$ cat src/rtl/kleene_seq_pkg.sv
package kleene_seq_pkg;
  localparam int STATE_W = 3;

  // ST_PRE:    history ends in 10 or in 10(110)+ (ready for 01 or 110)
  // ST_TAIL0:  first 0 of the closing 01 seen
  // ST_LOOP1:  one 1 of a 110 group seen
  // ST_LOOP11: two 1s of a 110 group seen
  // ST_HIT:    pattern just completed
  typedef enum logic [STATE_W-1:0] {
    ST_IDLE   = 3'd0,
    ST_ONE    = 3'd1,
    ST_PRE    = 3'd2,
    ST_TAIL0  = 3'd3,
    ST_LOOP1  = 3'd4,
    ST_LOOP11 = 3'd5,
    ST_HIT    = 3'd6
  } seq_state_t;
endpackage

$ cat src/rtl/kleene_seq_next.sv
module kleene_seq_next
  import kleene_seq_pkg::*;
(
  input  seq_state_t cur,
  input  logic       bit_i,
  output seq_state_t nxt
);
  always_comb begin
    case (cur)
      ST_IDLE:   nxt = bit_i ? ST_ONE    : ST_IDLE;
      ST_ONE:    nxt = bit_i ? ST_ONE    : ST_PRE;
      ST_PRE:    nxt = bit_i ? ST_LOOP1  : ST_TAIL0;
      ST_TAIL0:  nxt = bit_i ? ST_HIT    : ST_IDLE;
      ST_LOOP1:  nxt = bit_i ? ST_LOOP11 : ST_PRE;
      ST_LOOP11: nxt = bit_i ? ST_ONE    : ST_PRE;
      ST_HIT:    nxt = bit_i ? ST_ONE    : ST_PRE;
      default:   nxt = ST_IDLE;
    endcase
  end
endmodule

$ cat src/rtl/kleene_seq_reg.sv
module kleene_seq_reg
  import kleene_seq_pkg::*;
(
  input  logic       clk,
  input  logic       rst,
  input  seq_state_t nxt,
  output seq_state_t cur,
  output logic       hit_q
);
  always_ff @(posedge clk) begin
    if (rst) begin
      cur   <= ST_IDLE;
      hit_q <= 1'b0;
    end else begin
      cur   <= nxt;
      hit_q <= (nxt == ST_HIT);
    end
  end
endmodule

$ cat src/rtl/kleene_seq_detect.sv
module kleene_seq_detect
  import kleene_seq_pkg::*;
(
  input  logic clk,
  input  logic rst,
  input  logic data_i,
  output logic detect_o
);
  seq_state_t cur_s;
  seq_state_t nxt_s;
  logic       hit_s;

  kleene_seq_next u_next (
    .cur   (cur_s),
    .bit_i (data_i),
    .nxt   (nxt_s)
  );

  kleene_seq_reg u_reg (
    .clk   (clk),
    .rst   (rst),
    .nxt   (nxt_s),
    .cur   (cur_s),
    .hit_q (hit_s)
  );

  assign detect_o = hit_s;
endmodule

$ cat config.mk
export PLATFORM = sky130hd
export DESIGN_NAME = kleene_seq_detect
export DESIGN_NICKNAME = d
export VERILOG_FILES = /design/src/rtl/kleene_seq_pkg.sv /design/src/rtl/kleene_seq_next.sv /design/src/rtl/kleene_seq_reg.sv /design/src/rtl/kleene_seq_detect.sv
export SDC_FILE = /design/constraint.sdc
export NUM_CORES = 1
export LEC_CHECK = 0
export BUFFER_PORTS_ARGS = -buffer_cell sky130_fd_sc_hd__buf_2
export CAP_MARGIN = 30
export CORE_AREA = 5 5 42 44
export CTS_BUF_LIST = sky130_fd_sc_hd__clkbuf_4 sky130_fd_sc_hd__clkbuf_8
export DETAILED_ROUTE_END_ITERATION = 10
export DIE_AREA = 0 0 47 49
export SETUP_SLACK_MARGIN = 0.3
export SLEW_MARGIN = 30
export SYNTH_ARGS = -nofsm -noshare
export SYNTH_HDL_FRONTEND = slang
export SYNTH_SLANG_ARGS = --single-unit
$ cat constraint.sdc
create_clock -name clk -period 2.7 [get_ports clk]
set_clock_uncertainty 0.2 [all_clocks]
set_input_delay 0.54 -clock clk [delete_from_list [all_inputs] [get_ports clk]]
set_output_delay 0.54 -clock clk [all_outputs]
set_load 0.01 [all_outputs]
==> results.sh, run 1 <==
export IMPL_status="completed"
export IMPL_ys_types=12
export IMPL_avgViaCountPerCell=3.73
export IMPL_critPathLaunchType="flip-flop"
export IMPL_h_tree_depth=1
export IMPL_vdd_drop_max_mv=0.119
export IMPL_relSlewSlack_pct=87.6
export IMPL_via_count=149
export IMPL_maxCapViolations=0
export IMPL_route_detailed_drc=0
export IMPL_yosys_area_top_type="dfxtp_1"
export IMPL_synth_area_sq_um=174
export IMPL_post_cts_buffers=0
export IMPL_rows=14
export IMPL_drt_wirelength_per_cell_um=8.13
export IMPL_grt_usage_pct=4.15
export IMPL_drive_gt1_share_pct=37.5
export IMPL_drt_pass1_iter_count=2
export IMPL_cp_cell_sequence="buf_2"
export IMPL_path_clk_slew_ps=40
export IMPL_ys_seq_elements=4
export IMPL_start_util_pct=12.4
export IMPL_reg2reg_depth=3
export IMPL_finalNetCount=29
export IMPL_power_density_mw_per_mm2=634
export IMPL_worstReg2RegEnd="u_reg.cur[2]$_SDFF_PP0_"
export IMPL_period_minus_slack_ps=1380
export IMPL_fin_hold_ws_ps=316
export IMPL_clockPowerShare_pct=50.2
export IMPL_slowest_delay_ps=280
export IMPL_required_ps=1960
export IMPL_cp_num_cells=1
export IMPL_grt_pass1_wl_um=565
export IMPL_cts_sinks=4
export IMPL_cp_slowest_cell="dfxtp_1"
export IMPL_grt_setup_unrepaired="no"
export IMPL_crit_end="detect_o"
export IMPL_p_seq_share_pct=43.4
export IMPL_cts_buffer_depth=2
export IMPL_grt_antenna_before_repair=0
export IMPL_cts_root_buf="clkbuf_4"
export IMPL_async_reset_ff_share_pct=0
export IMPL_cts_buffers=3
export IMPL_path_class="flip-flop to output pin"
export IMPL_yosysWarningCount=0
export IMPL_period_share_pct=51.2
export IMPL_path_max_fanout=1
export IMPL_synth_fp_nets=21
export IMPL_coreArea_sq_mm=0.00140
export IMPL_synth_avg_cell_area_sq_um=9.66
export IMPL_wl_um=325
export IMPL_switching_share_pct=20.9
export IMPL_area_growth_pct=33.1
export IMPL_num_io_pins=4
export IMPL_synthTopCellsByArea="dfxtp_1 (46%), and4b_2 (6.5%), a21oi_1 (5.8%)"
export IMPL_cts_resized=0
export IMPL_worstMarginPinSlew_ps=185
export IMPL_gp_congestion=0.566
export IMPL_grt_pass1_vias=147
export IMPL_cts_tree="yes"
export IMPL_final_cell_count_no_fill=40
export IMPL_ys_top_cells_by_count="dfxtp_1 (4), a21oi_1 (2), nor2_1 (2), o21ai_0 (2)"
export IMPL_comb_power_share_pct=6.4
export IMPL_fin_setup_tns_ps=0
export IMPL_io_buffers=3
export IMPL_seq_area_frac_synth_pct=46.0
export IMPL_leakage_nw=0.100
export IMPL_antenna_cells=0
export IMPL_synth_top_area_share_pct=46.0
export IMPL_hold_class="primary input to flip-flop"
export IMPL_r2r_start="u_reg.cur[2]$_SDFF_PP0_"
export IMPL_crit_path_end_kind="output pin"
export IMPL_placed_cells=37
export IMPL_synth_edff_count=0
export IMPL_fmax_mhz=724
export IMPL_finalHoldViolCount=0
export IMPL_r2r_setup_slack_ps=1520
export IMPL_p_int_mw=0.116
export IMPL_clkLatencyLatePin_ps=230
export IMPL_p_switching_mw=0.0306
export IMPL_grt_overflow_total=0
export IMPL_die_h_um=49
export IMPL_synth_flop_cell="dfxtp_1"
export IMPL_cp_top_family="flip-flops"
export IMPL_die_x_um=47
export IMPL_yosysMostFrequentCell="dfxtp_1"
export IMPL_worst_ep_arrival_time_ps=640
export IMPL_setup_violations_final=0
export IMPL_crit_start="u_reg.hit_q$_SDFF_PP0_"
export IMPL_slew_violations=0
export IMPL_p_total_mw=0.147
export IMPL_hold_buffers=0
export IMPL_grt_max_degree=8
export IMPL_syn_inst=18
export IMPL_first_iter_violations=2
export IMPL_cp_num_buf_inv=1
export IMPL_die_area_sq_mm=0.00230
export IMPL_hpwl_um=250
export IMPL_ant_nets=0
## per-layer routing
| metal | vias up | wire (um) | track usage [%] |
|---|---|---|---|
| met2 | 5 | 135 | 4.75 |
| met1 | 66 | 151 | 3.07 |
| li1 | 78 | - | - |
| met4 | 0 | 0 | 2.76 |
| met3 | 0 | 39 | 6.64 |
| met5 | - | 0 | 0 |
## layout by cell type, fill, tap and decap left out
cell type	count
a21oi_1	2
or2b_1	1
and4b_2	1
and3b_2	1
inv_1	1
nor2_1	2
and2b_2	1
buf_2	3
a311oi_1	1
o21ai_0	2
and3b_1	1
o21bai_1	1
clkbuf_4	3
dfxtp_1	4
## sequential cells by signal, summed over array words and instances, names as in the netlist
name,count
u_reg.cur,3
u_reg.hit_q,1
## power by group through the flow
stage                     Combinational, mW  Sequential, mW  Clock (mW)
after floorplan                     0.00565          0.0641           0
after global placement              0.00920          0.0647           0
after detailed placement            0.00946          0.0648           0
after CTS                           0.00948          0.0638      0.0789
after global routing                 0.0105          0.0641      0.0846
final                               0.00935          0.0638      0.0737
## layout make-up
class | count | area [sq um]
fillers | 167 | 1170
multi-input cells | 13 | 90.1
flip-flops and latches | 4 | 80.1
clock buffers | 3 | 22.5
well taps | 16 | 20.0
repair buffers | 3 | 15.0
inverters | 1 | 3.75
## through the flow
stage / cell area [sq um] / setup WS, ps / utilization, %
2_1_floorplan: 174 / 1460 / -
3_3_place_gp: 209 / 1280 / 14.9
3_5_place_dp: 209 / 1270 / 14.9
4_1_cts: 231 / 1310 / 16.5
5_1_grt: 231 / 1280 / 16.5
6_report: 231 / 1320 / 16.5
## worst min-delay path by stage
stage               slack [ps]                       to                     from  cells past startpoint
finish                     320  u_reg.cur[1]$_SDFF_PP0_                      rst                      2
CTS                        310  u_reg.cur[1]$_SDFF_PP0_                      rst                      2
floorplan                  280  u_reg.cur[1]$_SDFF_PP0_  u_reg.cur[0]$_SDFF_PP0_                      2
global route               310  u_reg.cur[0]$_SDFF_PP0_                      rst                      2
detailed placement         330  u_reg.cur[1]$_SDFF_PP0_  u_reg.cur[0]$_SDFF_PP0_                      2
global placement           320  u_reg.cur[1]$_SDFF_PP0_  u_reg.cur[0]$_SDFF_PP0_                      2
## cells by family after synthesis
group                  after synthesis  share of synthesized area (%)
AOI/OAI and AO/OA                    6                           20.9
and+or+nand+nor                      7                           30.9
buffers and inverters                1                           2.16
DFF                                  4                           46.0
Power figures use the tool's default switching activity.
==> run 2: changes to the inputs <==
--- a/config.mk
+++ b/config.mk
@@ -5,6 +5,7 @@
 export SDC_FILE = /design/constraint.sdc
 export NUM_CORES = 1
 export LEC_CHECK = 0
+export ABC_AREA = 1
 export BUFFER_PORTS_ARGS = -buffer_cell sky130_fd_sc_hd__buf_2
 export CAP_MARGIN = 30
 export CORE_AREA = 5 5 42 44
==> constraint.sdc (replaced) <==
create_clock -name clk -period 1.4 [get_ports clk]
set_clock_uncertainty 0.2 [all_clocks]
set_input_delay 0.28 -clock clk [delete_from_list [all_inputs] [get_ports clk]]
set_output_delay 0.28 -clock clk [all_outputs]
set_load 0.01 [all_outputs]
==> results.sh, run 2 <==
export IMPL_path_clk_slew_ps=40
export IMPL_grt_usage_pct=4.09
export IMPL_grt_setup_unrepaired="yes"
export IMPL_largestRegisters="u_reg.cur x3, u_reg.hit_q x1"
export IMPL_cts_sinks=4
export IMPL_synth_flop_cell="dfxtp_1"
export IMPL_synth_edff_count=0
export IMPL_r2r_start="u_reg.cur[1]$_SDFF_PP0_"
export IMPL_critPathLaunchType="flip-flop"
export IMPL_hold_class="primary input to flip-flop"
export IMPL_leakage_nw=0.110
export IMPL_worstHoldStart="rst"
export IMPL_crit_path_end_kind="output pin"
export IMPL_utilization_pct=16.4
export IMPL_cts_root_buf="clkbuf_4"
export IMPL_clkLatencyLatePin_ps=230
export IMPL_synth_top_area_share_pct=46.4
export IMPL_maxCapViolations=0
export IMPL_hpwl_um=254
export IMPL_cts_tree="yes"
export IMPL_yosysWarningCount=0
export IMPL_seq_area_frac_synth_pct=46.4
export IMPL_synth_avg_cell_area_sq_um=7.19
export IMPL_grt_max_degree=5
export IMPL_p_int_mw=0.223
export IMPL_start_util_pct=12.3
export IMPL_cts_buffers=3
export IMPL_ys_seq_elements=4
export IMPL_synth_area_sq_um=173
export IMPL_period_minus_slack_ps=1120
export IMPL_ys_top_cells_by_count="nand2_1 (8), dfxtp_1 (4), inv_1 (3), nor2_1 (3), a21oi_1 (2)"
export IMPL_cts_resized=0
export IMPL_die_area_sq_mm=0.00230
export IMPL_post_cts_buffers=0
export IMPL_setup_violations_final=0
export IMPL_worst_ep_arrival_time_ps=640
export IMPL_coreArea_sq_mm=0.00140
export IMPL_required_ps=920
export IMPL_synthTopCellsByArea="dfxtp_1 (46%), nand2_1 (17%), inv_1 (6.5%)"
export IMPL_cp_cell_sequence="buf_2"
export IMPL_first_iter_violations=4
export IMPL_avgViaCountPerCell=3.28
export IMPL_path_max_fanout=1
export IMPL_cp_top_family="flip-flops"
export IMPL_ys_types=9
export IMPL_cp_num_buf_inv=1
export IMPL_num_io_pins=4
export IMPL_h_tree_depth=1
export IMPL_status="completed"
export IMPL_drt_pass1_iter_count=2
export IMPL_vdd_drop_max_mv=0.265
export IMPL_clockPowerShare_pct=49.0
export IMPL_worstReg2RegEnd="u_reg.cur[1]$_SDFF_PP0_"
export IMPL_hold_buffers=0
export IMPL_mostFrequentLayoutCells="nand2_1 (8), dfxtp_1 (4)"
export IMPL_cp_num_cells=1
export IMPL_r2r_setup_slack_ps=440
export IMPL_crit_end="detect_o"
export IMPL_grt_overflow_total=0
export IMPL_die_h_um=49
export IMPL_synth_fp_nets=27
export IMPL_switching_share_pct=20.6
export IMPL_period_share_pct=80.0
export IMPL_die_x_um=47
export IMPL_wl_um=301
export IMPL_area_growth_pct=33.3
export IMPL_syn_inst=24
export IMPL_yosysMostFrequentCell="nand2_1"
export IMPL_yosys_area_top_type="dfxtp_1"
export IMPL_power_density_mw_per_mm2=1220
export IMPL_cp_slowest_cell="dfxtp_1"
export IMPL_path_class="flip-flop to output pin"
export IMPL_drive_gt1_share_pct=30.0
export IMPL_fin_area_sq_um=230
export IMPL_worstMarginPinSlew_ps=144
export IMPL_rows=14
export IMPL_grt_pass1_wl_um=579
export IMPL_largest_reg_flops=3
export IMPL_finalHoldViolCount=0
export IMPL_reg2reg_depth=5
export IMPL_p_seq_share_pct=43.7
export IMPL_route_detailed_drc=0
export IMPL_comb_power_share_pct=7.3
export IMPL_antenna_cells=0
export IMPL_ant_nets=0
export IMPL_post_dp_cell_area_sq_um=208
export IMPL_slew_violations=0
export IMPL_cts_buffer_depth=2
export IMPL_finalNetCount=35
export IMPL_gp_congestion=0.583
export IMPL_grt_pass1_vias=162
export IMPL_io_buffers=3
export IMPL_slowest_delay_ps=280
export IMPL_p_switching_mw=0.0578
export IMPL_async_reset_ff_share_pct=0
export IMPL_regMostFlops="u_reg.cur"
export IMPL_layout_commonest_cell="nand2_1"
export IMPL_relSlewSlack_pct=90.4
export IMPL_grt_antenna_before_repair=0
export IMPL_fin_setup_tns_ps=0
export IMPL_via_count=151
export IMPL_crit_start="u_reg.hit_q$_SDFF_PP0_"
export IMPL_drt_wirelength_per_cell_um=6.54
export IMPL_fmax_mhz=893
[run 2: changes by cell type after synthesis, sizes merged, moves of 2 or more]
cell	before	now
nand2	0	8
inv	1	4
and3b	2	0
nand3	0	2
nor2	2	4
o21ai	2	0
[run 2: final cells by class]
type                       count  area (sq um)
multi-input combinational     16          77.6
clock buffer                   3          22.5
timing repair buffer           3          15.0
tap                           16          20.0
fill                         173          1170
sequential                     4          80.1
inverter                       4          15.0
[run 2: power groups by stage]
stage | sequential (mW) | combinational (mW) | clock [mW]
global placement | 0.125 | 0.0205 | 0
CTS | 0.123 | 0.0211 | 0.147
detailed placement | 0.125 | 0.0210 | 0
global route | 0.124 | 0.0246 | 0.155
floorplan | 0.124 | 0.0141 | 0
finish | 0.123 | 0.0205 | 0.138
[run 2: worst min path at each step]
stage               slack, ps                 endpoint  cells past startpoint
global route               20  u_reg.cur[2]$_SDFF_PP0_                      2
floorplan                 150  u_reg.cur[2]$_SDFF_PP0_                      1
finish                     20  u_reg.cur[2]$_SDFF_PP0_                      2
detailed placement        260  u_reg.cur[2]$_SDFF_PP0_                      2
global placement          250  u_reg.cur[2]$_SDFF_PP0_                      2
CTS                         9  u_reg.cur[2]$_SDFF_PP0_                      2
[run 2: through the flow]
stage	std cells	setup slack, ps	power (mW)	hold WS [ps]
floorplan	24	501	0.138	149
global placement	43	391	0.145	252
detailed placement	43	387	0.146	257
CTS	46	262	0.291	8.97
global route	46	252	0.303	19.7
finish	46	280	0.281	15.5
[run 2: logic make-up (layout without fill, tap and decap cells)]
logic type | after synthesis | after routing | share of synthesized area [%]
AOI/OAI and AO/OA | 2 | 2 | 5.80
DFF | 4 | 4 | 46.4
and+or+nand+nor | 14 | 14 | 39.1
buffers and inverters | 4 | 10 | 8.69
[run 2: repair_timing]
action	4_1_cts	5_1_grt
hold endpoints to repair	0	0
endpoints found under the setup margin	1	1
pin swaps	0	0
[run 2: routing by layer]
layer / up-vias / GRT usage (%) / part of all wire, %
met5: - / 0 / 0
met3: 0 / 3.69 / 8.3
met4: 0 / 5.53 / 0
li1: 86 / - / -
met1: 63 / 3.30 / 39
met2: 2 / 4.75 / 53
